## src/rtl/afd_pkg.sv

```systemverilog
package afd_pkg;
  // control word fields (positions are visible to host software)
  localparam int C_DONE  = 15;
  localparam int C_PASS  = 14;
  localparam int C_NETEN = 13;
  localparam int C_ERR   = 12;
  localparam int C_FULL  = 11;
  localparam int C_NODA  = 10;
  localparam int C_NOSA  = 9;
  localparam int C_DAM   = 8;
  localparam int C_SAM   = 7;
  localparam int C_REJ   = 6;
  localparam int C_DAPOS = 5;
  localparam int C_SAPOS = 4;
  localparam int C_DAREJ = 3;
  localparam int C_SAREJ = 2;
  localparam int C_LEARN = 1;
  localparam int C_ASSOC = 0;
  localparam int CTRL_W  = 16;

  // status byte fields
  localparam int S_COL  = 7;
  localparam int S_LOC  = 6;
  localparam int S_BUSY = 5;
  localparam int S_ANY  = 4;
  localparam int S_FULL = 3;
  localparam int S_DA   = 2;
  localparam int S_SA   = 1;
  localparam int S_REJ  = 0;
  localparam int STAT_W = 8;

  localparam int HOST_AW = 2;
  typedef enum logic [HOST_AW-1:0] {
    RA_CTRL  = 2'd0,
    RA_STAT  = 2'd1,
    RA_ASSOC = 2'd2,
    RA_SPARE = 2'd3
  } reg_addr_e;

  // true when the lookup outcome calls for dropping the frame
  function automatic logic drop_on(input logic hit, input logic positive);
    return positive ? !hit : hit;
  endfunction
endpackage

```

## src/rtl/afd_host_regs.sv

```systemverilog
module afd_host_regs
  import afd_pkg::*;
#(
  parameter int REG_W   = 16,
  parameter int ASSOC_W = 16,
  parameter logic [REG_W-1:0] CTRL_RST = 16'h4000
) (
  input  logic               clk,
  input  logic               rst,
  input  logic               host_req,
  input  logic               host_we,
  input  logic [HOST_AW-1:0] host_addr,
  input  logic [REG_W-1:0]   host_wdata,
  input  logic [STAT_W-1:0]  status,
  input  logic               assoc_valid,
  input  logic [ASSOC_W-1:0] assoc_data,
  output logic [REG_W-1:0]   ctrl_q,
  output logic [REG_W-1:0]   rdata_q,
  output logic               stat_rd
);
  reg_addr_e          sel;
  logic [ASSOC_W-1:0] assoc_q;
  logic [REG_W-1:0]   rd_mux;
  logic               ctrl_wr;

  assign sel     = reg_addr_e'(host_addr);
  assign ctrl_wr = host_req && host_we && (sel == RA_CTRL);
  assign stat_rd = host_req && !host_we && (sel == RA_STAT);

  always_comb begin
    case (sel)
      RA_CTRL:  rd_mux = ctrl_q;
      RA_STAT:  rd_mux = REG_W'(status);
      RA_ASSOC: rd_mux = REG_W'(assoc_q);
      default:  rd_mux = '0;
    endcase
  end

  always_ff @(posedge clk) begin
    if (rst) begin
      ctrl_q  <= CTRL_RST;
      assoc_q <= '0;
      rdata_q <= '0;
    end else begin
      if (ctrl_wr)                ctrl_q  <= host_wdata;
      if (assoc_valid)            assoc_q <= assoc_data;
      if (host_req && !host_we)   rdata_q <= rd_mux;
    end
  end

  p_ctrl_load_r2: assert property (@(posedge clk) disable iff (rst)
    (host_req && host_we && host_addr == 2'd0) |=> (ctrl_q == $past(host_wdata)));

  p_status_upper_zero_r2: assert property (@(posedge clk) disable iff (rst)
    stat_rd |=> (rdata_q[REG_W-1:STAT_W] == '0));
endmodule

```

## src/rtl/afd_decide.sv

```systemverilog
module afd_decide
  import afd_pkg::*;
(
  input  logic              clk,
  input  logic              rst,
  input  logic [CTRL_W-1:0] ctrl,
  input  logic              frm_start,
  input  logic              da_done,
  input  logic              da_hit,
  input  logic              sa_done,
  input  logic              sa_hit,
  input  logic              cam_full,
  output logic              rej_q,
  output logic              learn_q,
  output logic              fetch_q,
  output logic              da_rej_evt,
  output logic              sa_rej_evt,
  output logic              full_evt
);
  logic net_en;
  logic learn_want;
  logic fetch_want;
  logic unused_ctrl_bits;

  assign net_en     = ctrl[C_NETEN];
  assign da_rej_evt = net_en && da_done && ctrl[C_DAREJ] && drop_on(da_hit, ctrl[C_DAPOS]);
  assign sa_rej_evt = net_en && sa_done && ctrl[C_SAREJ] && drop_on(sa_hit, ctrl[C_SAPOS]);
  assign learn_want = net_en && sa_done && !sa_hit && ctrl[C_LEARN];
  assign full_evt   = learn_want && cam_full;
  assign fetch_want = net_en && da_done && da_hit && ctrl[C_ASSOC];
  assign unused_ctrl_bits = ^ctrl[C_DONE:C_REJ];

  always_ff @(posedge clk) begin
    if (rst) begin
      rej_q   <= 1'b0;
      learn_q <= 1'b0;
      fetch_q <= 1'b0;
    end else begin
      learn_q <= learn_want && !cam_full;
      fetch_q <= fetch_want;
      if (!net_en)                       rej_q <= !ctrl[C_PASS];
      else if (da_rej_evt || sa_rej_evt) rej_q <= 1'b1;
      else if (frm_start)                rej_q <= 1'b0;
    end
  end

  p_learn_needs_room_r8: assert property (@(posedge clk) disable iff (rst)
    learn_q |-> $past(!cam_full && sa_done && !sa_hit));

  p_release_at_start_r5: assert property (@(posedge clk) disable iff (rst)
    (net_en && frm_start && !da_done && !sa_done) |=> !rej_q);
endmodule

```

## src/rtl/afd_irq_status.sv

```systemverilog
module afd_irq_status
  import afd_pkg::*;
(
  input  logic              clk,
  input  logic              rst,
  input  logic [CTRL_W-1:0] ctrl,
  input  logic              frm_start,
  input  logic              da_done,
  input  logic              da_hit,
  input  logic              sa_done,
  input  logic              sa_hit,
  input  logic              da_rej_evt,
  input  logic              sa_rej_evt,
  input  logic              full_evt,
  input  logic              col_evt,
  input  logic              loc_evt,
  input  logic              net_busy,
  input  logic              stat_rd,
  output logic [STAT_W-1:0] status,
  output logic              irq_q
);
  logic              net_en, da_ev, sa_ev;
  logic [STAT_W-1:0] set_vec;
  logic [STAT_W-1:0] sticky_q;
  logic              fr_dahit, fr_damiss, fr_rej;
  logic              frame_rej, end_cause, err_cause;
  logic              unused_ctrl_bits;

  assign net_en = ctrl[C_NETEN];
  assign da_ev  = net_en && da_done;
  assign sa_ev  = net_en && sa_done;
  assign unused_ctrl_bits = ^{ctrl[C_PASS], ctrl[C_DAPOS:C_ASSOC]};

  always_comb begin
    set_vec         = '0;
    set_vec[S_COL]  = col_evt;
    set_vec[S_LOC]  = loc_evt;
    set_vec[S_ANY]  = (da_ev && da_hit) || (sa_ev && sa_hit);
    set_vec[S_FULL] = full_evt;
    set_vec[S_DA]   = da_ev && da_hit;
    set_vec[S_SA]   = sa_ev && sa_hit;
    set_vec[S_REJ]  = da_rej_evt || sa_rej_evt;
  end

  // one sticky flag per status bit; the busy bit is live, not stored
  for (genvar i = 0; i < STAT_W; i++) begin : g_flag
    if (i == S_BUSY) begin : g_live
      assign sticky_q[i] = 1'b0;
    end else begin : g_sticky
      always_ff @(posedge clk) begin
        if (rst) sticky_q[i] <= 1'b0;
        else     sticky_q[i] <= (stat_rd ? 1'b0 : sticky_q[i]) | set_vec[i];
      end
    end
  end

  always_comb begin
    status         = sticky_q;
    status[S_BUSY] = net_busy;
  end

  // per-frame memory of the destination outcome for the end-of-frame causes
  always_ff @(posedge clk) begin
    if (rst) begin
      fr_dahit  <= 1'b0;
      fr_damiss <= 1'b0;
      fr_rej    <= 1'b0;
    end else if (frm_start) begin
      fr_dahit  <= 1'b0;
      fr_damiss <= 1'b0;
      fr_rej    <= 1'b0;
    end else begin
      if (da_ev)      fr_dahit  <= da_hit;
      if (da_ev)      fr_damiss <= !da_hit;
      if (da_rej_evt) fr_rej    <= 1'b1;
    end
  end

  assign frame_rej = fr_rej || da_rej_evt || sa_rej_evt;
  assign end_cause = sa_ev && (ctrl[C_DONE]
                   || (ctrl[C_FULL] && full_evt)
                   || (ctrl[C_NODA] && fr_damiss)
                   || (ctrl[C_NOSA] && !sa_hit)
                   || (ctrl[C_DAM]  && fr_dahit)
                   || (ctrl[C_SAM]  && sa_hit)
                   || (ctrl[C_REJ]  && frame_rej));
  assign err_cause = ctrl[C_ERR] && (col_evt || loc_evt);

  always_ff @(posedge clk) begin
    if (rst) irq_q <= 1'b0;
    else     irq_q <= (stat_rd ? 1'b0 : irq_q) | end_cause | err_cause;
  end

  p_read_clears_r13: assert property (@(posedge clk) disable iff (rst)
    (stat_rd && !da_done && !sa_done && !col_evt && !loc_evt) |=> (sticky_q == '0 && !irq_q));

  p_error_irq_r12: assert property (@(posedge clk) disable iff (rst)
    (ctrl[C_ERR] && (col_evt || loc_evt)) |=> irq_q);
endmodule

```

## src/rtl/afd_filter_unit.sv

```systemverilog
module afd_filter_unit
  import afd_pkg::*;
#(
  parameter int REG_W   = 16,
  parameter int ASSOC_W = 16,
  parameter logic [REG_W-1:0] CTRL_RST = 16'h4000
) (
  input  logic               clk,
  input  logic               rst,
  input  logic               frm_start,
  input  logic               da_done,
  input  logic               da_hit,
  input  logic               sa_done,
  input  logic               sa_hit,
  input  logic               cam_full,
  input  logic               col_evt,
  input  logic               loc_evt,
  input  logic               net_busy,
  input  logic               assoc_valid,
  input  logic [ASSOC_W-1:0] assoc_data,
  input  logic               host_req,
  input  logic               host_we,
  input  logic [1:0]         host_addr,
  input  logic [REG_W-1:0]   host_wdata,
  output logic [REG_W-1:0]   host_rdata,
  output logic               reject_n,
  output logic               irq_n,
  output logic               learn_req,
  output logic               fetch_req
);
  logic [REG_W-1:0]  ctrl_q;
  logic [CTRL_W-1:0] ctrl;
  logic [STAT_W-1:0] status;
  logic              stat_rd;
  logic              rej_q, irq_q;
  logic              da_rej_evt, sa_rej_evt, full_evt;

  assign ctrl = ctrl_q[CTRL_W-1:0];

  afd_host_regs #(.REG_W(REG_W), .ASSOC_W(ASSOC_W), .CTRL_RST(CTRL_RST)) u_regs (
    .clk(clk), .rst(rst), .host_req(host_req), .host_we(host_we),
    .host_addr(host_addr), .host_wdata(host_wdata), .status(status),
    .assoc_valid(assoc_valid), .assoc_data(assoc_data),
    .ctrl_q(ctrl_q), .rdata_q(host_rdata), .stat_rd(stat_rd)
  );

  afd_decide u_decide (
    .clk(clk), .rst(rst), .ctrl(ctrl), .frm_start(frm_start),
    .da_done(da_done), .da_hit(da_hit), .sa_done(sa_done), .sa_hit(sa_hit),
    .cam_full(cam_full), .rej_q(rej_q), .learn_q(learn_req), .fetch_q(fetch_req),
    .da_rej_evt(da_rej_evt), .sa_rej_evt(sa_rej_evt), .full_evt(full_evt)
  );

  afd_irq_status u_irq (
    .clk(clk), .rst(rst), .ctrl(ctrl), .frm_start(frm_start),
    .da_done(da_done), .da_hit(da_hit), .sa_done(sa_done), .sa_hit(sa_hit),
    .da_rej_evt(da_rej_evt), .sa_rej_evt(sa_rej_evt), .full_evt(full_evt),
    .col_evt(col_evt), .loc_evt(loc_evt), .net_busy(net_busy),
    .stat_rd(stat_rd), .status(status), .irq_q(irq_q)
  );

  assign reject_n = !rej_q;
  assign irq_n    = !irq_q;

  p_disabled_hold_r6: assert property (@(posedge clk) disable iff (rst)
    !ctrl[C_NETEN] |=> (reject_n == $past(ctrl[C_PASS])));

  p_quiet_when_off_r6: assert property (@(posedge clk) disable iff (rst)
    !ctrl[C_NETEN] |=> (!learn_req && !fetch_req));
endmodule

```

## config.mk

```make
export PLATFORM = sky130hd
export DESIGN_NAME = afd_filter_unit
export DESIGN_NICKNAME = d
export VERILOG_FILES = /design/src/rtl/afd_pkg.sv /design/src/rtl/afd_host_regs.sv /design/src/rtl/afd_decide.sv /design/src/rtl/afd_irq_status.sv /design/src/rtl/afd_filter_unit.sv
export SDC_FILE = /design/constraint.sdc
export NUM_CORES = 1
export LEC_CHECK = 0
export BUFFER_PORTS_ARGS = -buffer_cell sky130_fd_sc_hd__buf_2
export CORE_MARGIN = 2
export CORE_UTILIZATION = 30
export DETAILED_ROUTE_END_ITERATION = 12
export HOLD_SLACK_MARGIN = 0.02
export PLACE_DENSITY_LB_ADDON = 0.25
export SLEW_MARGIN = 30
export SYNTH_ARGS = -nofsm -noshare
export SYNTH_HDL_FRONTEND = slang
export SYNTH_SLANG_ARGS = --single-unit
```

## constraint.sdc

```tcl
create_clock -name clk -period 1.4 [get_ports clk]
set_input_delay 0.14 -clock clk [delete_from_list [all_inputs] [get_ports clk]]
set_output_delay 0.14 -clock clk [all_outputs]
set_load 0.01 [all_outputs]
```

==> results.md, run 1 <==
- Outcome: finished clean
- Critical path origin: u_regs.ctrl_q[8]
- First-pass GRT wire length: 10,800 µm
- Fin worst setup slack: 152 ps
- Fmax: 0.801 GHz
- Ports: 68
- CP Class: reg2reg
- Primary FF master, synth: dfxtp_1
- Switching share of total power: 22.7%
- Post-route DRC: 0
- Die width: 97.1 µm
- Wire per inst: 14.0 µm
- Layout area overhead: 26.9%
- Remaining Overflow, GRT: 0
- Number of global-route vias before repair: 2,169
- Crit path DAT: 1450 ps
- Most numerous cell in the Yosys netlist: dfxtp_1
- Synth cell types: 36
- Initial antenna violation count: 0
- Layout Nets: 405
- PortBufs: 67
- CTS buffer count: 9
- RSZ-0062 raised after global routing: false
- Antenna Nets Post-Route: 0
- Critical Path RT: 1600 ps
- Dpl hpwl: 4980 µm
- Util after Layout: 39.7%
- Worst-Skew Late Latency: 330 ps
- CTS tree: built
- Max VDD drop: 0.423 mV
- Critical R2R Capture: u_irq.irq_q
- Setup violators final: 0
- Starting Density: 31.3%
- R2r setup slk: 150 ps
- Synth top area cells: dfxtp_1 (48%), mux2i_1 (9.6%), nor2_1 (7.2%), nand2_1 (5.3%), a21oi_2 (3.0%)
- Pre-CTS setup slack: -15.5 ps
- Number of max-slew violations in the final report: 0
- Total setup buffers inserted after CTS: 0
- Clk pin slew, worst setup/hold paths: 70 ps
- Largest area contributor in the netlist: dfxtp_1
- CTS hold repair buffers: 3
- Flop pwr share: 47.8%
- Gate power share: 9.5%
- Worst setup endpoint: u_irq.irq_q
- Period utilisation layout: 89.2%
- Seq cells post-synth: 62
- Synthesis Warnings: 0
- Int Pwr: 0.00301 W
- # resized after CTS: 0
- Total Neg Setup Slack: 0 ps
- Top post-synthesis cells by count: dfxtp_1 (62), nor2_1 (50), nand2_1 (37)
- EDFF count, synth: 0
- Cells after synthesis: 284
- Vias: 2,178
- Number of antenna diodes: 0
- Placement Rows: 33
- Max transition margin: 59.9%
- Reg2Reg Depth: 4
- RD Place Congestion: 0.830
- Gr usage total: 14.5%
- Min-delay src: assoc_data[12]
- Power per Cell Area: 1180 nW/µm²
- Minimum clock period: 1250 ps
- CP endpoint kind: register
- Slew @ Worst Pin: 601 ps
- DR vias/cell: 4.66
- CTS Root Cell: clkbuf_8
- Largest net degree at the start of global routing: 34
- CTS H-tree depth: 3
- Number of max-cap violations: 0
- Ys async rst share: 0%
- Sw power: 0.000885 W
- Die ar.: 9430 µm²
- Core area: 8300 µm²
- Syn avg cell area: 9.15 µm²
- Drt first pass iters: 4
- Clock share of power: 42.8%
- Share of layout cells above drive strength 1: 31.5%
- Post-synthesis sequential area ratio: 47.7%
- Post-Syn Area: 2600 µm²
- Die height: 97.1 µm
- Leak pwr: 1.41 nW
- Final setup skew: 6.30 ps
- CTS max path bufs: 2
- Final wirelength: 6560 µm
- CP startpoint kind: register
- DR iter-0 viols: 76
- Critical-path maximum fanout: 3
- Final Hold Vio Count: 0
- Synth Net Count: 332
- Area fraction of the dominant cell type after synthesis: 47.7%
- Tightest Hold Check Type: in2reg
- Reg-to-Reg Start: u_regs.ctrl_q[8]
- CTS Sinks: 62
-- how the worst min path moves through the flow --
stage / to / slack [ps] / depth (start not counted)
after floorplan: u_decide.learn_q / 220 / 1
after CTS: u_regs.assoc_q[12] / 30 / 3
after global placement: u_regs.ctrl_q[14] / 350 / 3
after detailed placement: u_irq.fr_damiss / 340 / 2
after global routing: u_irq.status[7] / 30 / 3
final: u_regs.assoc_q[12] / 40 / 3
-- cell type report --
cell class / count / area, µm²
fillers: 859 / 5000
well taps: 105 / 131
clock buffers: 13 / 179
flip-flops and latches: 62 / 1240
inverters: 2 / 7.51
clock inverters: 3 / 40.0
repair buffers: 82 / 480
multi-input cells: 200 / 1220
-- worst max-delay path, stage by stage, from the launching register on --
cell      delay (ps)
dfxtp_1          340
a22o_1           240
a211oi_1         250
a311o_1          210
o211ai_1          80
-- cell usage in the layout, fill, tap and decap left out, types with 3 or more instances in the layout --
cell,instances
nand3_1,5
dlygate4sd3_1,3
buf_4,10
mux2_2,7
a21oi_1,12
nor3b_1,3
nor2_1,50
dfxtp_1,62
mux2i_1,25
nand2_1,37
clkbuf_8,13
a21oi_2,9
buf_2,67
a22oi_1,10
nor3_1,10
nor2b_1,3
a211oi_1,9
-- state kept, by name (all words and copies together), names as in the netlist --
signal and count:
u_regs.assoc_q 16, u_regs.ctrl_q 16, u_regs.rdata_q 16, u_irq.status 7, u_decide.fetch_q 1, u_decide.learn_q 1
u_decide.rej_q 1, u_irq.fr_dahit 1, u_irq.fr_damiss 1, u_irq.fr_rej 1, u_irq.irq_q 1
-- kinds of logic after synthesis --
family                 count (synthesis)  synth area share, %
XOR/XNOR                               2                0.674
flip-flops                            62                 47.7
buffers and inverters                 22                 5.39
AND/OR/NAND/NOR                      115                 19.3
AO/OA/AOI/OAI                         50                 13.8
multiplexers                          33                 13.1
-- power groups by stage --
| stage | clock network (W) | logic (W) | registers (W) |
|---|---|---|---|
| after floorplan | 0 | 0.000217 | 0.00190 |
| after global placement | 0 | 0.000365 | 0.00190 |
| after detailed placement | 0 | 0.000367 | 0.00190 |
| after CTS | 0.00172 | 0.000375 | 0.00186 |
| after global routing | 0.00180 | 0.000412 | 0.00187 |
| final | 0.00167 | 0.000370 | 0.00186 |
-- stage by stage --
| step | power (W) | hold WS (ps) | instance area [µm²] | cells |
|---|---|---|---|---|
| 2_1_floorplan | 0.00211 | 216 | 2600 | 284 |
| 3_3_place_gp | 0.00227 | 352 | 3050 | 448 |
| 3_5_place_dp | 0.00227 | 343 | 3050 | 448 |
| 4_1_cts | 0.00395 | 25.9 | 3300 | 467 |
| 5_1_grt | 0.00408 | 27.2 | 3300 | 467 |
| 6_report | 0.00390 | 41.4 | 3300 | 467 |
-- per-layer routing --
layer | GRT usage (%) | share of wire, % | up-vias
met5 | 0 | 0 | -
met4 | 4.44 | 1.4 | 0
met3 | 5.40 | 5.2 | 7
met2 | 22.9 | 47 | 48
met1 | 18.4 | 46 | 1001
li1 | - | - | 1122
No activity file was read; power rests on OpenSTA's default activity.
==> run 2: changes to the inputs <==
--- a/config.mk
+++ b/config.mk
@@ -14,4 +14,5 @@
 export SLEW_MARGIN = 30
 export SYNTH_ARGS = -nofsm -noshare
 export SYNTH_HDL_FRONTEND = slang
+export SYNTH_HIERARCHICAL = 1
 export SYNTH_SLANG_ARGS = --single-unit
==> results.md, run 2 <==
- Synth top area cells: dfxtp_1 (47%), mux2i_1 (6.5%), nand2_1 (6.4%), a21oi_1 (4.9%), nor2_1 (4.6%) (was dfxtp_1 (48%), mux2i_1 (9.6%), nor2_1 (7.2%), nand2_1 (5.3%), a21oi_2 (3.0%))
- Layout Nets: 404 (was 405)
- Wire per inst: 15.2 µm (was 14.0 µm)
- CTS H-tree depth: 3 (unchanged)
- DR iter-0 viols: 111 (was 76)
- Tightest Hold Check Type: in2reg (unchanged)
- Die height: 97.7 µm (was 97.1 µm)
- Reg area: 1240 µm² (unchanged)
- Slew @ Worst Pin: 368 ps (was 601 ps)
- Power per Cell Area: 1120 nW/µm² (was 1180 nW/µm²)
- Crit path DAT: 1510 ps (was 1450 ps)
- Share of layout cells above drive strength 1: 34.3% (was 31.5%)
- Primary FF master, synth: dfxtp_1 (unchanged)
- Area fraction of the dominant cell type after synthesis: 47.1% (was 47.7%)
- CTS Sinks: 62 (unchanged)
- Final setup skew: 7.34 ps (was 6.30 ps)
- Antenna Nets Post-Route: 0 (unchanged)
- Clk pin slew, worst setup/hold paths: 70 ps (about the same)
- CTS max path bufs: 2 (unchanged)
- Vias: 2,245 (was 2,178)
- Core area: 8590 µm² (was 8300 µm²)
- Setup violators final: 0 (unchanged)
- Commonest cells after routing, fill and taps aside: buf_2 (67), dfxtp_1 (62), nand2_1 (45), nor2_1 (32), a21oi_1 (26) (was buf_2 (67), dfxtp_1 (62), nor2_1 (50), nand2_1 (37), mux2i_1 (25))
- CP endpoint kind: register (unchanged)
- CTS Root Cell: clkbuf_8 (unchanged)
- Leak pwr: 1.41 nW (about the same)
- Synthesis Warnings: 6 (was 0)
- First-pass GRT wire length: 11,500 µm (was 10,800 µm)
- RD Place Congestion: 0.818 (was 0.830)
- Critical Path RT: 1670 ps (was 1600 ps)
- Die width: 97.7 µm (was 97.1 µm)
- PortBufs: 67 (unchanged)
- Dpl hpwl: 5220 µm (was 4980 µm)
- Final Hold Vio Count: 0 (unchanged)
- Synth cell types: 39 (was 36)
- Number of antenna diodes: 0 (unchanged)
- Die ar.: 9540 µm² (was 9430 µm²)
- Placement Rows: 34 (was 33)
- Number of max-cap violations: 0 (unchanged)
- Remaining Overflow, GRT: 0 (unchanged)
- Outcome: finished clean (unchanged)
- DR vias/cell: 4.79 (was 4.66)
- Util after Layout: 39.1% (was 39.7%)
- Final Power: 0.00376 W (was 0.00390 W)
- Top post-synthesis cells by count: dfxtp_1 (62), nand2_1 (45), nor2_1 (32) (was dfxtp_1 (62), nor2_1 (50), nand2_1 (37))
- Ports: 68 (unchanged)
- Period utilisation layout: 88.5% (was 89.2%)
- CTS tree: built (unchanged)
- Worst hold margin: 33.1 ps (was 41.4 ps)
- Worst-Skew Late Latency: 340 ps (was 330 ps)
- Drt first pass iters: 5 (was 4)
- Max transition margin: 75.5% (was 59.9%)
- Gr usage total: 15.6% (was 14.5%)
- Post-route DRC: 0 (unchanged)
- CP Class: reg2reg (unchanged)
- Seq cells post-synth: 62 (unchanged)
- Synth Net Count: 324 (was 332)
- Initial antenna violation count: 0 (unchanged)
- CP startpoint kind: register (unchanged)
- Number of max-slew violations in the final report: 0 (unchanged)
- CTS hold repair buffers: 3 (unchanged)
- Ys async rst share: 0% (unchanged)
- Total Neg Setup Slack: 0 ps (unchanged)
- Post-Syn Area: 2630 µm² (was 2600 µm²)
- RSZ-0062 raised after global routing: false (unchanged)
- EDFF count, synth: 0 (unchanged)
- CTS buffer count: 9 (unchanged)
- Starting Density: 30.6% (was 31.3%)
- Largest net degree at the start of global routing: 27 (was 34)
- Most common cell after layout, fill and taps aside: buf_2 (unchanged)
- Max VDD drop: 0.372 mV (was 0.423 mV)
- Minimum clock period: 1240 ps (was 1250 ps)
- Placed cell count: 450 (was 448)
- Layout area overhead: 27.8% (was 26.9%)
- Fillers: 892 (was 859)
- Cells after synthesis: 276 (was 284)
- Area of the multi-input gates: 1230 µm² (was 1220 µm²)
- Total setup buffers inserted after CTS: 0 (unchanged)
- Fmax: 0.807 GHz (was 0.801 GHz)
- Top Registers: u_regs/assoc_q: 16 flops, u_regs/ctrl_q: 16 flops, u_regs/rdata_q: 16 flops (was u_regs.assoc_q: 16 flops, u_regs.ctrl_q: 16 flops, u_regs.rdata_q: 16 flops)
- Largest area contributor in the netlist: dfxtp_1 (unchanged)
- Number of global-route vias before repair: 2,264 (was 2,169)
- Most numerous cell in the Yosys netlist: dfxtp_1 (unchanged)
- # resized after CTS: 0 (unchanged)
- Critical-path maximum fanout: 6 (was 3)
- Final wirelength: 7130 µm (was 6560 µm)
- Post-synthesis sequential area ratio: 47.1% (was 47.7%)
- Syn avg cell area: 9.54 µm² (was 9.15 µm²)
- Layout Cells excl Fill: 469 (was 467)
[run 2: worst max-delay path: stages (launching register included)]
cell and delay, ps:
dfxtp_1 400, nand2_1 110, nor3b_2 190, o31ai_1 80, a41o_1 240, a31oi_1 140
[run 2: per-layer routing]
layer / track usage, % / wire length, µm
met1: 21.0 / 3510
met2: 22.8 / 3130
met3: 3.81 / 314
met4: 8.33 / 171
met5: 0 / 0
[run 2: final cells by class]
cell class,instances,share of cell area (%)
clock buffers,14,5.73
clock inverters,2,0.372
inverters,6,0.670
multi-input cells,189,36.7
flip-flops and latches,62,36.9
well taps,108,4.02
repair buffers,88,15.6
[run 2: cells by family (layout without fill, tap and decap cells)]
group	Yosys count	in the layout	share of synthesized area, %
XOR/XNOR	2	2	0.666
AND/OR/NAND/NOR	95	95	16.7
buffers and inverters	25	110	5.99
flip-flops	62	62	47.1
AO/OA/AOI/OAI	59	59	15.3
multiplexers	33	33	14.2
[run 2: path summary, 6_finish.rpt]
check                         start         endpoint  slack, ps  cells after the start
setup / recovery  u_regs/ctrl_q[13]      u_irq/irq_q        160                      5
hold / removal              col_evt  u_irq/status[7]         30                      3
setup reg to reg  u_regs/ctrl_q[13]      u_irq/irq_q        160                      5
hold reg to reg     u_irq/status[1]  u_irq/status[1]        470                      2
[run 2: through the flow]
step                      cell area (µm²)  setup slack [ps]
after detailed placement             3130              45.1
final                                3360               161
after CTS                            3360               152
after floorplan                      2630              82.7
after global placement               3130              74.8
after global routing                 3360              55.4
[run 2: report_power, final]
part | total (W) | internal [W] | switching [W]
clock network | 0.00155 | 0.000882 | 0.000673
registers | 0.00184 | 0.00181 | 0.0000317
logic | 0.000359 | 0.000176 | 0.000183
total | 0.00376 | 0.00287 | 0.000888
==> run 3: changes to the inputs <==
--- a/config.mk
+++ b/config.mk
@@ -11,6 +11,7 @@
 export DETAILED_ROUTE_END_ITERATION = 12
 export HOLD_SLACK_MARGIN = 0.02
 export PLACE_DENSITY_LB_ADDON = 0.25
+export REMOVE_ABC_BUFFERS = 1
 export SLEW_MARGIN = 30
 export SYNTH_ARGS = -nofsm -noshare
 export SYNTH_HDL_FRONTEND = slang
==> results.md, run 3 (synthesis gave the netlist of run 2 again) <==
- Outcome: finished clean (unchanged)
- Layout area overhead: 25.5% (was 27.8%)
- Fin worst setup slack: 129 ps (was 161 ps)
- Int Pwr: 0.00268 W (was 0.00287 W)
- DR vias/cell: 4.78 (was 4.79)
- CP endpoint kind: register (unchanged)
- Critical path origin: u_regs/ctrl_q[13] (unchanged)
- Leak pwr: 1.38 nW (was 1.41 nW)
- Final wirelength: 6750 µm (was 7130 µm)
- Layout Nets: 402 (was 404)
- Initial antenna violation count: 0 (unchanged)
- Placed cell count: 449 (was 450)
- Min-delay src: host_wdata[14] (was col_evt)
- Clock share of power: 38.0% (was 41.4%)
- Post-route DRC: 0 (unchanged)
- RD Place Congestion: 0.787 (was 0.818)
- CTS Sinks: 62 (unchanged)
- Starting Density: 30.6% (unchanged)
- DR iter-0 viols: 128 (was 111)
- Number of max-cap violations: 0 (unchanged)
- CTS tree: built (unchanged)
- CP startpoint kind: register (unchanged)
- Final Hold Vio Count: 0 (unchanged)
- CTS max path bufs: 2 (unchanged)
- Total Neg Setup Slack: 0 ps (unchanged)
- Number of global-route vias before repair: 2,202 (was 2,264)
- Gate power share: 10.0% (was 9.6%)
- Clk pin slew, worst setup/hold paths: 70 ps (about the same)
- Critical-path maximum fanout: 8 (was 6)
- Reg-to-Reg Start: u_regs/ctrl_q[13] (unchanged)
- Die ar.: 9540 µm² (unchanged)
- Dpl hpwl: 5050 µm (was 5220 µm)
- Top Registers: u_regs/assoc_q: 16 flops, u_regs/ctrl_q: 16 flops, u_regs/rdata_q: 16 flops (unchanged)
- Drt first pass iters: 4 (was 5)
- Die width: 97.7 µm (unchanged)
- Worst-Skew Late Latency: 330 ps (was 340 ps)
- Number of antenna diodes: 0 (unchanged)
- Share of layout cells above drive strength 1: 33.1% (was 34.3%)
- Critical Path RT: 1660 ps (was 1670 ps)
- Die height: 97.7 µm (unchanged)
- Fillers: 908 (was 892)
- Final setup skew: 4.38 ps (was 7.34 ps)
- CP Class: reg2reg (unchanged)
- Slew @ Worst Pin: 442 ps (was 368 ps)
- Fmax: 0.787 GHz (was 0.807 GHz)
- Remaining Overflow, GRT: 0 (unchanged)
- Crit path DAT: 1530 ps (was 1510 ps)
- Period utilisation layout: 90.8% (was 88.5%)
- PortBufs: 67 (unchanged)
- Max VDD drop: 0.444 mV (was 0.372 mV)
- Worst hold margin: 39.6 ps (was 33.1 ps)
- RSZ-0062 raised after global routing: false (unchanged)
- CTS buffer count: 9 (unchanged)
- Layout Cells excl Fill: 467 (was 469)
- Sw power: 0.000861 W (was 0.000888 W)
- Switching share of total power: 24.3% (was 23.6%)
- Commonest cells after routing, fill and taps aside: buf_2 (67), dfxtp_1 (61), nand2_1 (45), nor2_1 (32), a21oi_1 (26) (was buf_2 (67), dfxtp_1 (62), nand2_1 (45), nor2_1 (32), a21oi_1 (26))
- Number of max-slew violations in the final report: 0 (unchanged)
- Ports: 68 (unchanged)
- Largest net degree at the start of global routing: 24 (was 27)
- Vias: 2,231 (was 2,245)
- Minimum clock period: 1270 ps (was 1240 ps)
- Setup violators final: 0 (unchanged)
- CTS H-tree depth: 3 (unchanged)
- Max transition margin: 70.5% (was 75.5%)
- Flop pwr share: 52.0% (was 49.1%)
- Power per Cell Area: 1070 nW/µm² (was 1120 nW/µm²)
- First-pass GRT wire length: 11,000 µm (was 11,500 µm)
- Most common cell after layout, fill and taps aside: buf_2 (unchanged)
- Tightest Hold Check Type: in2reg (unchanged)
- Placement Rows: 34 (unchanged)
- Antenna Nets Post-Route: 0 (unchanged)
- Pre-CTS setup slack: 9.81 ps (was 45.1 ps)
- Wire per inst: 14.4 µm (was 15.2 µm)
- Core area: 8590 µm² (unchanged)
- Gr usage total: 14.6% (was 15.6%)
- CTS Root Cell: clkbuf_8 (unchanged)
-- run 3: area by class of cell --
cell class | instances | area, µm² | share of cell area (%)
inverters | 6 | 22.5 | 0.682
well taps | 108 | 135 | 4.09
clock buffers | 15 | 156 | 4.73
repair buffers | 86 | 508 | 15.4
multi-input cells | 189 | 1230 | 37.3
clock inverters | 1 | 5.00 | 0.152
flip-flops and latches | 62 | 1240 | 37.6
-- run 3: path summary, 6_finish.rpt --
kind	end	slack, ps	cells after the start
max	u_irq/irq_q	130	5
min	u_regs/ctrl_q[14]	40	3
max reg2reg	u_irq/irq_q	130	5
min reg2reg	u_regs/rdata_q[7]	470	2
-- run 3: what timing repair did --
item                                    4_1_cts  5_1_grt
endpoints found under the setup margin        0        1
resized for setup                             0        1
hold buffers                                  2        0
endpoints found under the hold margin         3        0
buffers inserted                              0        0
-- run 3: critical path, cell delays in order, from the launching register on --
cell     delay [ps]
dfxtp_2         390
nand2_1         100
nor3b_2         220
o31ai_1          90
a41o_1          240
a31oi_1         150
-- run 3: power groups by stage --
stage / Combinational [W] / Sequential [W] / Clock, W
6_report: 0.000356 / 0.00184 / 0.00135
5_1_grt: 0.000395 / 0.00185 / 0.00146
4_1_cts: 0.000361 / 0.00184 / 0.00138
3_5_place_dp: 0.000355 / 0.00188 / 0
3_3_place_gp: 0.000353 / 0.00188 / 0
2_1_floorplan: 0.000147 / 0.00188 / 0
-- run 3: per-stage QoR --
step	util, %	area, µm²	total power [W]
2_1_floorplan	-	2500	0.00202
4_1_cts	38.4	3300	0.00358
6_report	38.4	3300	0.00354
5_1_grt	38.4	3300	0.00370
3_5_place_dp	36.3	3120	0.00224
3_3_place_gp	36.3	3120	0.00223
-- run 3: routing by layer --
metal	track usage (%)	vias up	routed length, µm
li1	-	1133	-
met1	19.8	1031	3260
met2	22.8	63	3070
met3	3.09	4	357
met4	5.77	0	55
met5	0	-	0
